## config.mk

```make
export PLATFORM = sky130hd
export DESIGN_NAME = token_bubble_pipe
export DESIGN_NICKNAME = d
export VERILOG_FILES = /design/src/rtl/tbp_pkg.sv /design/src/rtl/tbp_stage.sv /design/src/rtl/tbp_ctl.sv /design/src/rtl/tbp_move.sv /design/src/rtl/token_bubble_pipe.sv
export SDC_FILE = /design/constraint.sdc
export NUM_CORES = 1
export LEC_CHECK = 0
export ABC_AREA = 1
export CORE_MARGIN = 1
export CORE_UTILIZATION = 35
export CTS_BUF_LIST = sky130_fd_sc_hd__clkbuf_2
export DETAILED_ROUTE_END_ITERATION = 7
export SLEW_MARGIN = 20
export SYNTH_ARGS = -nofsm -noshare
export SYNTH_HDL_FRONTEND = slang
export SYNTH_SLANG_ARGS = --single-unit
```

## constraint.sdc

```tcl
create_clock -name clk -period 4.5 [get_ports clk]
set_input_delay 1.35 -clock clk [delete_from_list [all_inputs] [get_ports clk]]
set_output_delay 1.35 -clock clk [all_outputs]
set_load 0.05 [all_outputs]
```

## src/rtl/tbp_pkg.sv

```systemverilog
package tbp_pkg;
    typedef enum logic {
        SLOT_BUBBLE = 1'b0,
        SLOT_TOKEN  = 1'b1
    } slot_t;

    typedef enum logic {
        CTL_LINE = 1'b0,
        CTL_RING = 1'b1
    } ctl_t;
endpackage

```

## src/rtl/tbp_stage.sv

```systemverilog
module tbp_stage
    import tbp_pkg::*;
#(
    parameter int W = 8
) (
    input  logic         clk,
    input  logic         rst_n,
    input  logic         load,
    input  logic         load_tok,
    input  logic [W-1:0] load_val,
    input  logic         take,
    input  logic         give,
    input  logic [W-1:0] din,
    output logic         full,
    output logic [W-1:0] dout
);
    slot_t        cur;
    slot_t        nxt;
    logic [W-1:0] val_q;

    always_ff @(posedge clk) begin
        if (!rst_n) cur <= SLOT_BUBBLE;
        else        cur <= nxt;
    end

    always_comb begin
        nxt = cur;
        unique case (cur)
            SLOT_BUBBLE: begin
                if (load)      nxt = load_tok ? SLOT_TOKEN : SLOT_BUBBLE;
                else if (take) nxt = SLOT_TOKEN;
            end
            SLOT_TOKEN: begin
                if (load)      nxt = load_tok ? SLOT_TOKEN : SLOT_BUBBLE;
                else if (give) nxt = SLOT_BUBBLE;
            end
            default: nxt = SLOT_BUBBLE;
        endcase
    end

    always_ff @(posedge clk) begin
        if (!rst_n)                            val_q <= '0;
        else if (load)                         val_q <= load_val;
        else if (take && cur == SLOT_BUBBLE)   val_q <= din;
    end

    always_comb begin
        full = (cur == SLOT_TOKEN);
        dout = val_q;
    end
endmodule

```

## src/rtl/tbp_ctl.sv

```systemverilog
module tbp_ctl
    import tbp_pkg::*;
(
    input  logic clk,
    input  logic rst_n,
    input  logic init_valid,
    input  logic init_ring,
    output logic ring_active
);
    ctl_t st;
    ctl_t st_n;

    always_ff @(posedge clk) begin
        if (!rst_n) st <= CTL_LINE;
        else        st <= st_n;
    end

    always_comb begin
        st_n = st;
        unique case (st)
            CTL_LINE: if (init_valid && init_ring)  st_n = CTL_RING;
            CTL_RING: if (init_valid && !init_ring) st_n = CTL_LINE;
            default:  st_n = CTL_LINE;
        endcase
    end

    always_comb begin
        ring_active = (st == CTL_RING);
    end
endmodule

```

## src/rtl/tbp_move.sv

```systemverilog
module tbp_move #(
    parameter int N = 8
) (
    input  logic [N-1:0] full,
    input  logic         ring,
    input  logic         freeze,
    input  logic         in_valid,
    input  logic         out_ready,
    output logic [N-1:0] give,
    output logic [N-1:0] take
);
    localparam int LAST = N - 1;

    logic [N-1:0] succ_empty;

    for (genvar i = 0; i < LAST; i++) begin : g_succ
        assign succ_empty[i] = ~full[i+1];
    end
    assign succ_empty[LAST] = ring ? ~full[0] : out_ready;

    // consensus: "I hold a token" and "my successor holds a bubble"
    assign give = freeze ? '0 : (full & succ_empty);

    for (genvar i = 1; i < N; i++) begin : g_take
        assign take[i] = give[i-1];
    end
    assign take[0] = freeze ? 1'b0
                   : (ring ? give[LAST] : (in_valid & ~full[0]));
endmodule

```

## src/rtl/token_bubble_pipe.sv

```systemverilog
module token_bubble_pipe #(
    parameter int W = 8,
    parameter int N = 8
) (
    input  logic                     clk,
    input  logic                     rst_n,
    input  logic                     in_valid,
    output logic                     in_ready,
    input  logic [W-1:0]             in_data,
    output logic                     out_valid,
    input  logic                     out_ready,
    output logic [W-1:0]             out_data,
    input  logic                     init_valid,
    input  logic                     init_ring,
    input  logic [N-1:0]             init_occ,
    input  logic [N*W-1:0]           init_data,
    output logic [N-1:0]             occ,
    output logic [$clog2(N+1)-1:0]   fill_level,
    output logic                     tok_exit,
    output logic                     ring_active
);
    localparam int LAST = N - 1;
    localparam int CW   = $clog2(N + 1);

    logic [N-1:0] full;
    logic [N-1:0] give;
    logic [N-1:0] take;
    logic [W-1:0] sdata [N];
    logic [W-1:0] sdin  [N];

    tbp_ctl u_ctl (
        .clk         (clk),
        .rst_n       (rst_n),
        .init_valid  (init_valid),
        .init_ring   (init_ring),
        .ring_active (ring_active)
    );

    tbp_move #(.N(N)) u_move (
        .full      (full),
        .ring      (ring_active),
        .freeze    (init_valid),
        .in_valid  (in_valid),
        .out_ready (out_ready),
        .give      (give),
        .take      (take)
    );

    for (genvar i = 0; i < N; i++) begin : g_stage
        if (i == 0) begin : g_head
            assign sdin[i] = ring_active ? sdata[LAST] : in_data;
        end else begin : g_body
            assign sdin[i] = sdata[i-1];
        end

        tbp_stage #(.W(W)) u_stage (
            .clk      (clk),
            .rst_n    (rst_n),
            .load     (init_valid),
            .load_tok (init_occ[i]),
            .load_val (init_data[i*W +: W]),
            .take     (take[i]),
            .give     (give[i]),
            .din      (sdin[i]),
            .full     (full[i]),
            .dout     (sdata[i])
        );
    end

    assign in_ready  = ~full[0] & ~ring_active & ~init_valid;
    assign out_valid = full[LAST] & ~ring_active & ~init_valid;
    assign out_data  = sdata[LAST];
    assign occ       = full;
    assign tok_exit  = give[LAST];

    always_comb begin
        fill_level = '0;
        for (int i = 0; i < N; i++) begin
            fill_level = fill_level + CW'(full[i]);
        end
    end
endmodule

```

### Yosys cells after proc, flatten, opt, wreduce, memory -nomap -nowiden

Index checks and enable logic that the tools add are counted.

| storage, ports and cells | value |
|---|---|
| bits of input ports | 86 |
| flip-flop bits (word level) | 73 |
| logic and storage cells | 131 |

| cells by class | value |
|---|---|
| bitwise gates (word level) | 16 |
| mux-type cells | 72 |
| reductions and logical operators | 19 |
| $add $sub $neg | 7 |

Operators by type and width:

| kind | count |
|---|---|
| 2-to-1 mux 8 bit | 18 |
| 2-to-1 mux 1 bit | 45 |
| one-hot mux 1 bit (2 select lines) | 9 |
| adder 4 x 1 -> 4 bit | 4 |
| nonzero test 2 bit | 8 |
| logical AND 1 bit | 10 |
| inverter 1 bit | 10 |
| AND 8 bit | 1 |
| AND 1 bit | 5 |
| adder 3 x 1 -> 4 bit | 1 |
| adder 2 x 1 -> 3 bit | 1 |
| adder 1 x 1 -> 2 bit | 1 |
| logical NOT 1 bit | 1 |

### Logic depth before layout (Yosys ltp)

| logic depth | value |
|---|---|
| word-level depth | 9 |
| depth in mapped cells | 9 |

### Cells and area by module

A second synthesis with hierarchy kept.

| second synthesis, totals | value |
|---|---|
| cell total of the unflattened synthesis | 789 |
| area, all modules | 4778.3 um^2 |

Modules (own cells, without submodules):

| module | times used | cells an instance | area each (um^2) | sequential area each (um^2) |
|---|---|---|---|---|
| tbp_stage | 8 | 87 | 528.0 | 180.2 |
| token_bubble_pipe | 1 | 59 | 341.6 | 0.0 |
| tbp_move | 1 | 28 | 171.4 | 0.0 |
| tbp_ctl | 1 | 6 | 41.3 | 20.0 |

### Worst setup path before layout

No wires, ideal clock.

| timing path | value |
|---|---|
| path kind | register to output |
| from | register g_stage[0].u_stage.cur |
| to | output port fill_level[2] |
| arrival | 3.378 ns |
| required time | 3.150 ns |
| cell stages (with the launch flop) | 10 |
| path buffers | 0 |
| slack | -0.228 ns |
| cell sequence | dfxtp_1 -> fa_1 -> inv_1 -> fa_1 -> fa_1 -> inv_1 -> ha_1 -> inv_1 -> fa_1 -> xnor2_1 |

| between the ends | value |
|---|---|
| longest elaborated chain between the ends | 7 |

Ends and longest elaborated chain:

| element | line | source |
|---|---|---|
| start: declaration | tbp_stage.sv:17 | `slot_t cur;` |
| start signal: assignment | tbp_stage.sv:23 | `else cur <= nxt;` |
| adder 1 x 1 -> 2 bit | token_bubble_pipe.sv:79 | `fill_level = fill_level + CW'(full[i]);` |
| adder 2 x 1 -> 3 bit | token_bubble_pipe.sv:79 |  |
| adder 3 x 1 -> 4 bit | token_bubble_pipe.sv:79 |  |
| adder 4 x 1 -> 4 bit (4 in series) | token_bubble_pipe.sv:79 |  |
| end: declaration | token_bubble_pipe.sv:18 | `output logic [$clog2(N+1)-1:0] fill_level,` |

No other way between the ends.

### Worst setup path after layout

| timing path | value |
|---|---|
| from | register g_stage[0].u_stage.cur |
| to | output port fill_level[1] |

Same word-level chain as after synthesis.

==> out/results.md <==
| Stage | Result | This run |
|:---|:---|:---|
| timing | Slew Limit Headroom | 0.584 |
| detailed routing | Remaining DRCs | 0 |
| setup path | Chain of cells forming the critical path | fa_1 -> inv_2 -> fa_1 -> fa_1 -> inv_1 -> ha_2 -> inv_2 -> fa_2 -> inv_2 -> buf_12 |
| synthesis | Proportion of netlist area held by the largest area contributor | 0.415 |
| setup path | Worst R2R Path Depth | 7 |
| outcome | Outcome | finished with violations |
| synthesis | Unique cell type count in the Yosys netlist | 31 |
| setup path | Worst path bufs/invs | 5 |
| finish | Number of diodes added for antenna fixing | 0 |
| detailed routing | First-pass detailed-route iteration total | 4 |
| floorplan | DIE AREA | 10500 um^2 |
| synthesis | Syn nets | 583 |
| clock network | Clock buffers created by TritonCTS | 9 |
| run | # Max-Cap Violations | 0 |
| clock network | Hold buffer count at cts | 0 |
| placed design | Half-perimeter wire length of the detailed placement result | 7560 um |
| hold path | Sink of the worst hold path | g_stage[3].u_stage.dout[5] |
| outcome | Violations in the final reports | negative setup slack |
| synthesis | Dominant cell type by area after synthesis | sky130_fd_sc_hd__dfxtp_1 |
| detailed routing | Drt first-iter violations | 140 |
| setup path | Setup slack on the worst flop-to-flop path | 2.85 ns |
| timing | Setup repair after global routing missed its margin | true |
| finish | Utilization after layout | 0.497 |
| timing | Post-route clock period utilization | 1.04 |
| clock network | TritonCTS sink count | 73 |
| synthesis | FF+latch count, synth | 73 |
| detailed routing | Max layer used | met4 |
| timing | Minimum period implied by the final worst setup slack | 4.69 ns |
| setup path | Category of cells accounting for the largest share of critical-path delay | adder cells |
| setup path | CP max stage cell | sky130_fd_sc_hd__fa_1 |
| setup path | Worst R2R End | g_stage[1].u_stage.dout[4] |
| global route | Antenna violations before repair | 0 |
| detailed routing | Detailed Route WL | 10100 um |
| hold path | Count of cells along the worst hold path | 2 |
| hold path | Hold Startpoint | g_stage[2].u_stage.dout[5] |
| power and ir drop | Power per cell area | 340 nW/um^2 |
| floorplan | Die Wd | 102 um |
| detailed routing | Sum of routed wire segments on met1 | 4760 um |
| timing | Final setup viols | 2 |
| detailed routing | Final routed wire length divided by cell count | 13.9 um |
| floorplan | Die Y | 102 um |
| timing | Final Hold Violating Endpoints | 0 |
| global route | Largest net degree at the start of global routing | 58 |
| detailed routing | Residual antenna-violating net count after detailed routing | 0 |
| placed design | Pre-CTS setup slack | 0.192 ns |
| setup path | Category of the worst setup path launch point | flip-flop |
| setup path | Data arrival time at the worst-slack endpoint | 3.34 ns |
| detailed routing | Routed vias | 3516 |
| global route | Congestion Overflow GR | 0 |
| timing | Worst slew pin tran | 0.624 ns |
| detailed routing | Detail Route met2 WL | 4590 um |
| timing | Upper clock frequency limit | 0.213 GHz |
| timing | Final setup slack of the worst path | -0.189 ns |
| setup path | CP max stage delay | 0.55 ns |
| placed design | Number of I/O port buffers | 109 |
| synthesis | Cell count after synthesis | 489 |
| synthesis | Summed instance area of the synthesized netlist | 3520 um^2 |
| clock network | Clk_lat worst skew | 0.52 ns |
| setup path | Critical register-to-register path startpoint | g_stage[1].u_stage.full |
| clock network | Post-CTS clock slew at the launch and capture registers of the worst setup and hold paths | 0.21 ns |
| clock network | CTS tree | yes |
| finish | Fraction of final layout cells sized beyond drive strength 1 | 0.105 |
| synthesis | Synth top area cells | sky130_fd_sc_hd__dfxtp_1 (41%), sky130_fd_sc_hd__nand2_1 (21%), sky130_fd_sc_hd__a31oi_1 (9.1%) |
| setup path | WP data required | 3.15 ns |
| power and ir drop | Static leakage | 1.94 nW |
| timing | Count of final max-slew check failures | 0 |
| floorplan | Number of rows created at floorplan | 36 |
| hold path | Class of the most critical hold timing path | reg -> reg |
| placed design | Weighted congestion reported at the end of routability-driven placement | 0.865 |
| power and ir drop | Maximum vdd ir drop | 151 uV |
| detailed routing | Via count normalized by instance count | 4.85 |
| synthesis | Yosys synthesis warning count | 0 |
| timing | Final clock skew | 0.0188 ns |
| setup path | Maximum fanout count along the critical path | 2 |
| setup path | Type of the worst setup path | reg -> out |
| global route | Vias in the first global route | 3295 |
| clock network | Root buffer cell | sky130_fd_sc_hd__clkbuf_2 |
| finish | Final layout net count | 681 |
| finish | Layout overhead on the synthesized area | 37.9% |
| global route | Tot GR Track Use | 0.200 |
| detailed routing | Met3 wire length | 564 um |
| clock network | Htree depth | 3 |
| synthesis | Sequential area share after synthesis | 0.415 |
| setup path | Kind of capture point of the worst setup path | primary output |
| global route | Wire length of the first global-routing pass | 15800 um |
| floorplan | Core Area | 9770 um^2 |
| floorplan | I/O pin count | 110 |
| floorplan | Starting utilization of the core area | 0.360 |
| clock network | Maximum root-to-sink buffer count | 2 |
| synthesis | Avg Cell Area, Syn | 7.20 um^2 |
[metal layers]
layer,global-route usage,up-vias
li1,-,1796
met1,0.261,1608
met2,0.325,100
met3,0.0424,12
met4,0.0703,0
met5,0,-
[final cells by class]
| type | count | area (um^2) |
|---|---|---|
| clock inverters | 5 | 104 |
| flip-flops and latches | 73 | 1470 |
| well taps | 133 | 166 |
| multi-input cells | 356 | 1770 |
| inverters | 31 | 121 |
| clock buffers | 11 | 55.1 |
| repair buffers | 116 | 1170 |
| fillers | 984 | 4920 |
[cell usage after synthesis]
cell type	instances
sky130_fd_sc_hd__ha_1	4
sky130_fd_sc_hd__nor3_4	2
sky130_fd_sc_hd__inv_1	23
sky130_fd_sc_hd__nor2_2	3
sky130_fd_sc_hd__o21ai_2	2
sky130_fd_sc_hd__o211a_1	2
sky130_fd_sc_hd__nand2_4	1
sky130_fd_sc_hd__buf_6	4
sky130_fd_sc_hd__fa_1	4
sky130_fd_sc_hd__a21oi_1	6
sky130_fd_sc_hd__nor3_2	1
sky130_fd_sc_hd__buf_4	10
sky130_fd_sc_hd__clkbuf_1	7
sky130_fd_sc_hd__nand4_1	2
sky130_fd_sc_hd__nand2_1	199
sky130_fd_sc_hd__a211oi_1	1
sky130_fd_sc_hd__nand2_2	1
sky130_fd_sc_hd__buf_2	8
sky130_fd_sc_hd__nor3_1	4
sky130_fd_sc_hd__a31oi_1	51
sky130_fd_sc_hd__o21ai_0	27
sky130_fd_sc_hd__nand4_4	1
sky130_fd_sc_hd__inv_6	1
sky130_fd_sc_hd__o21ai_1	4
sky130_fd_sc_hd__nor2_1	26
sky130_fd_sc_hd__nand3_4	1
sky130_fd_sc_hd__nand3_2	1
sky130_fd_sc_hd__inv_2	7
sky130_fd_sc_hd__xnor2_1	1
sky130_fd_sc_hd__dfxtp_1	73
sky130_fd_sc_hd__nand3_1	12
[logic make-up after synthesis]
logic type	share of synthesized area
flip-flops	0.415
buffers and inverters	0.0874
adder cells (fa/ha/maj)	0.0369
AO/OA/AOI/OAI	0.156
AND/OR/NAND/NOR	0.302
XOR/XNOR	0.00249
[how the worst max path moves through the flow]
stage | start | endpoint | slack [ns] | depth (start not counted)
after global routing | g_stage[1].u_stage.full | fill_level[1] | -0.37 | 10
after global placement | g_stage[1].u_stage.full | fill_level[2] | 0.23 | 10
final | g_stage[0].u_stage.full | fill_level[1] | -0.19 | 10
after floorplan | g_stage[0].u_stage.full | fill_level[2] | 0.05 | 9
after detailed placement | g_stage[1].u_stage.full | fill_level[2] | 0.19 | 10
after CTS | g_stage[1].u_stage.full | fill_level[1] | -0.20 | 10
[placed cells by master, fill, tap and decap left out, drive strengths merged]
| cell | count |
|---|---|
| clkbuf | 11 |
| buf | 15 |
| fa | 4 |
| inv | 31 |
| o21ai | 33 |
| clkdlybuf4s50 | 101 |
| a31oi | 51 |
| nand4 | 3 |
| bufinv | 3 |
| nand3 | 14 |
| ha | 4 |
| a211oi | 1 |
| dfxtp | 73 |
| nand2 | 201 |
| o211a | 2 |
| nor3 | 7 |
| nor2 | 29 |
| clkinv | 2 |
| a21oi | 6 |
| xnor2 | 1 |
[tightest hold or removal path, stage by stage, from the launching register on]
cell,delay [ns]
sky130_fd_sc_hd__dfxtp_1,0.35
sky130_fd_sc_hd__nand2_1,0.06
sky130_fd_sc_hd__a31oi_1,0.07
[power by group]
group	internal, mW	switching [mW]	total, mW
combinational	0.202	0.242	0.444
clock	0.244	0.235	0.480
sequential	0.694	0.0365	0.730
total	1.14	0.514	1.65
[flip-flops by register name, summed over array words and instances (netlist names), named ones only]
signal                flops
g_stage.u_stage.dout     64
g_stage.u_stage.full      8
[stage by stage]
stage | cell area, um^2 | std cells | hold slack, ns | total power [mW] | setup TNS, ns
global route | 4860 | 725 | 0.512 | 1.73 | -0.904
global placement | 4660 | 706 | 0.449 | 1.17 | 0
finish | 4860 | 725 | 0.477 | 1.65 | -0.368
detailed placement | 4660 | 706 | 0.457 | 1.18 | 0
CTS | 4840 | 724 | 0.481 | 1.66 | -0.405
floorplan | 3530 | 489 | 0.434 | 0.992 | 0
[timing repair]
action	CTS	global route
pin swaps	3	1
setup endpoints to repair	2	3
buffers inserted	2	1
resized for setup	7	3
Note: power is estimated with default switching activity, not from simulation.
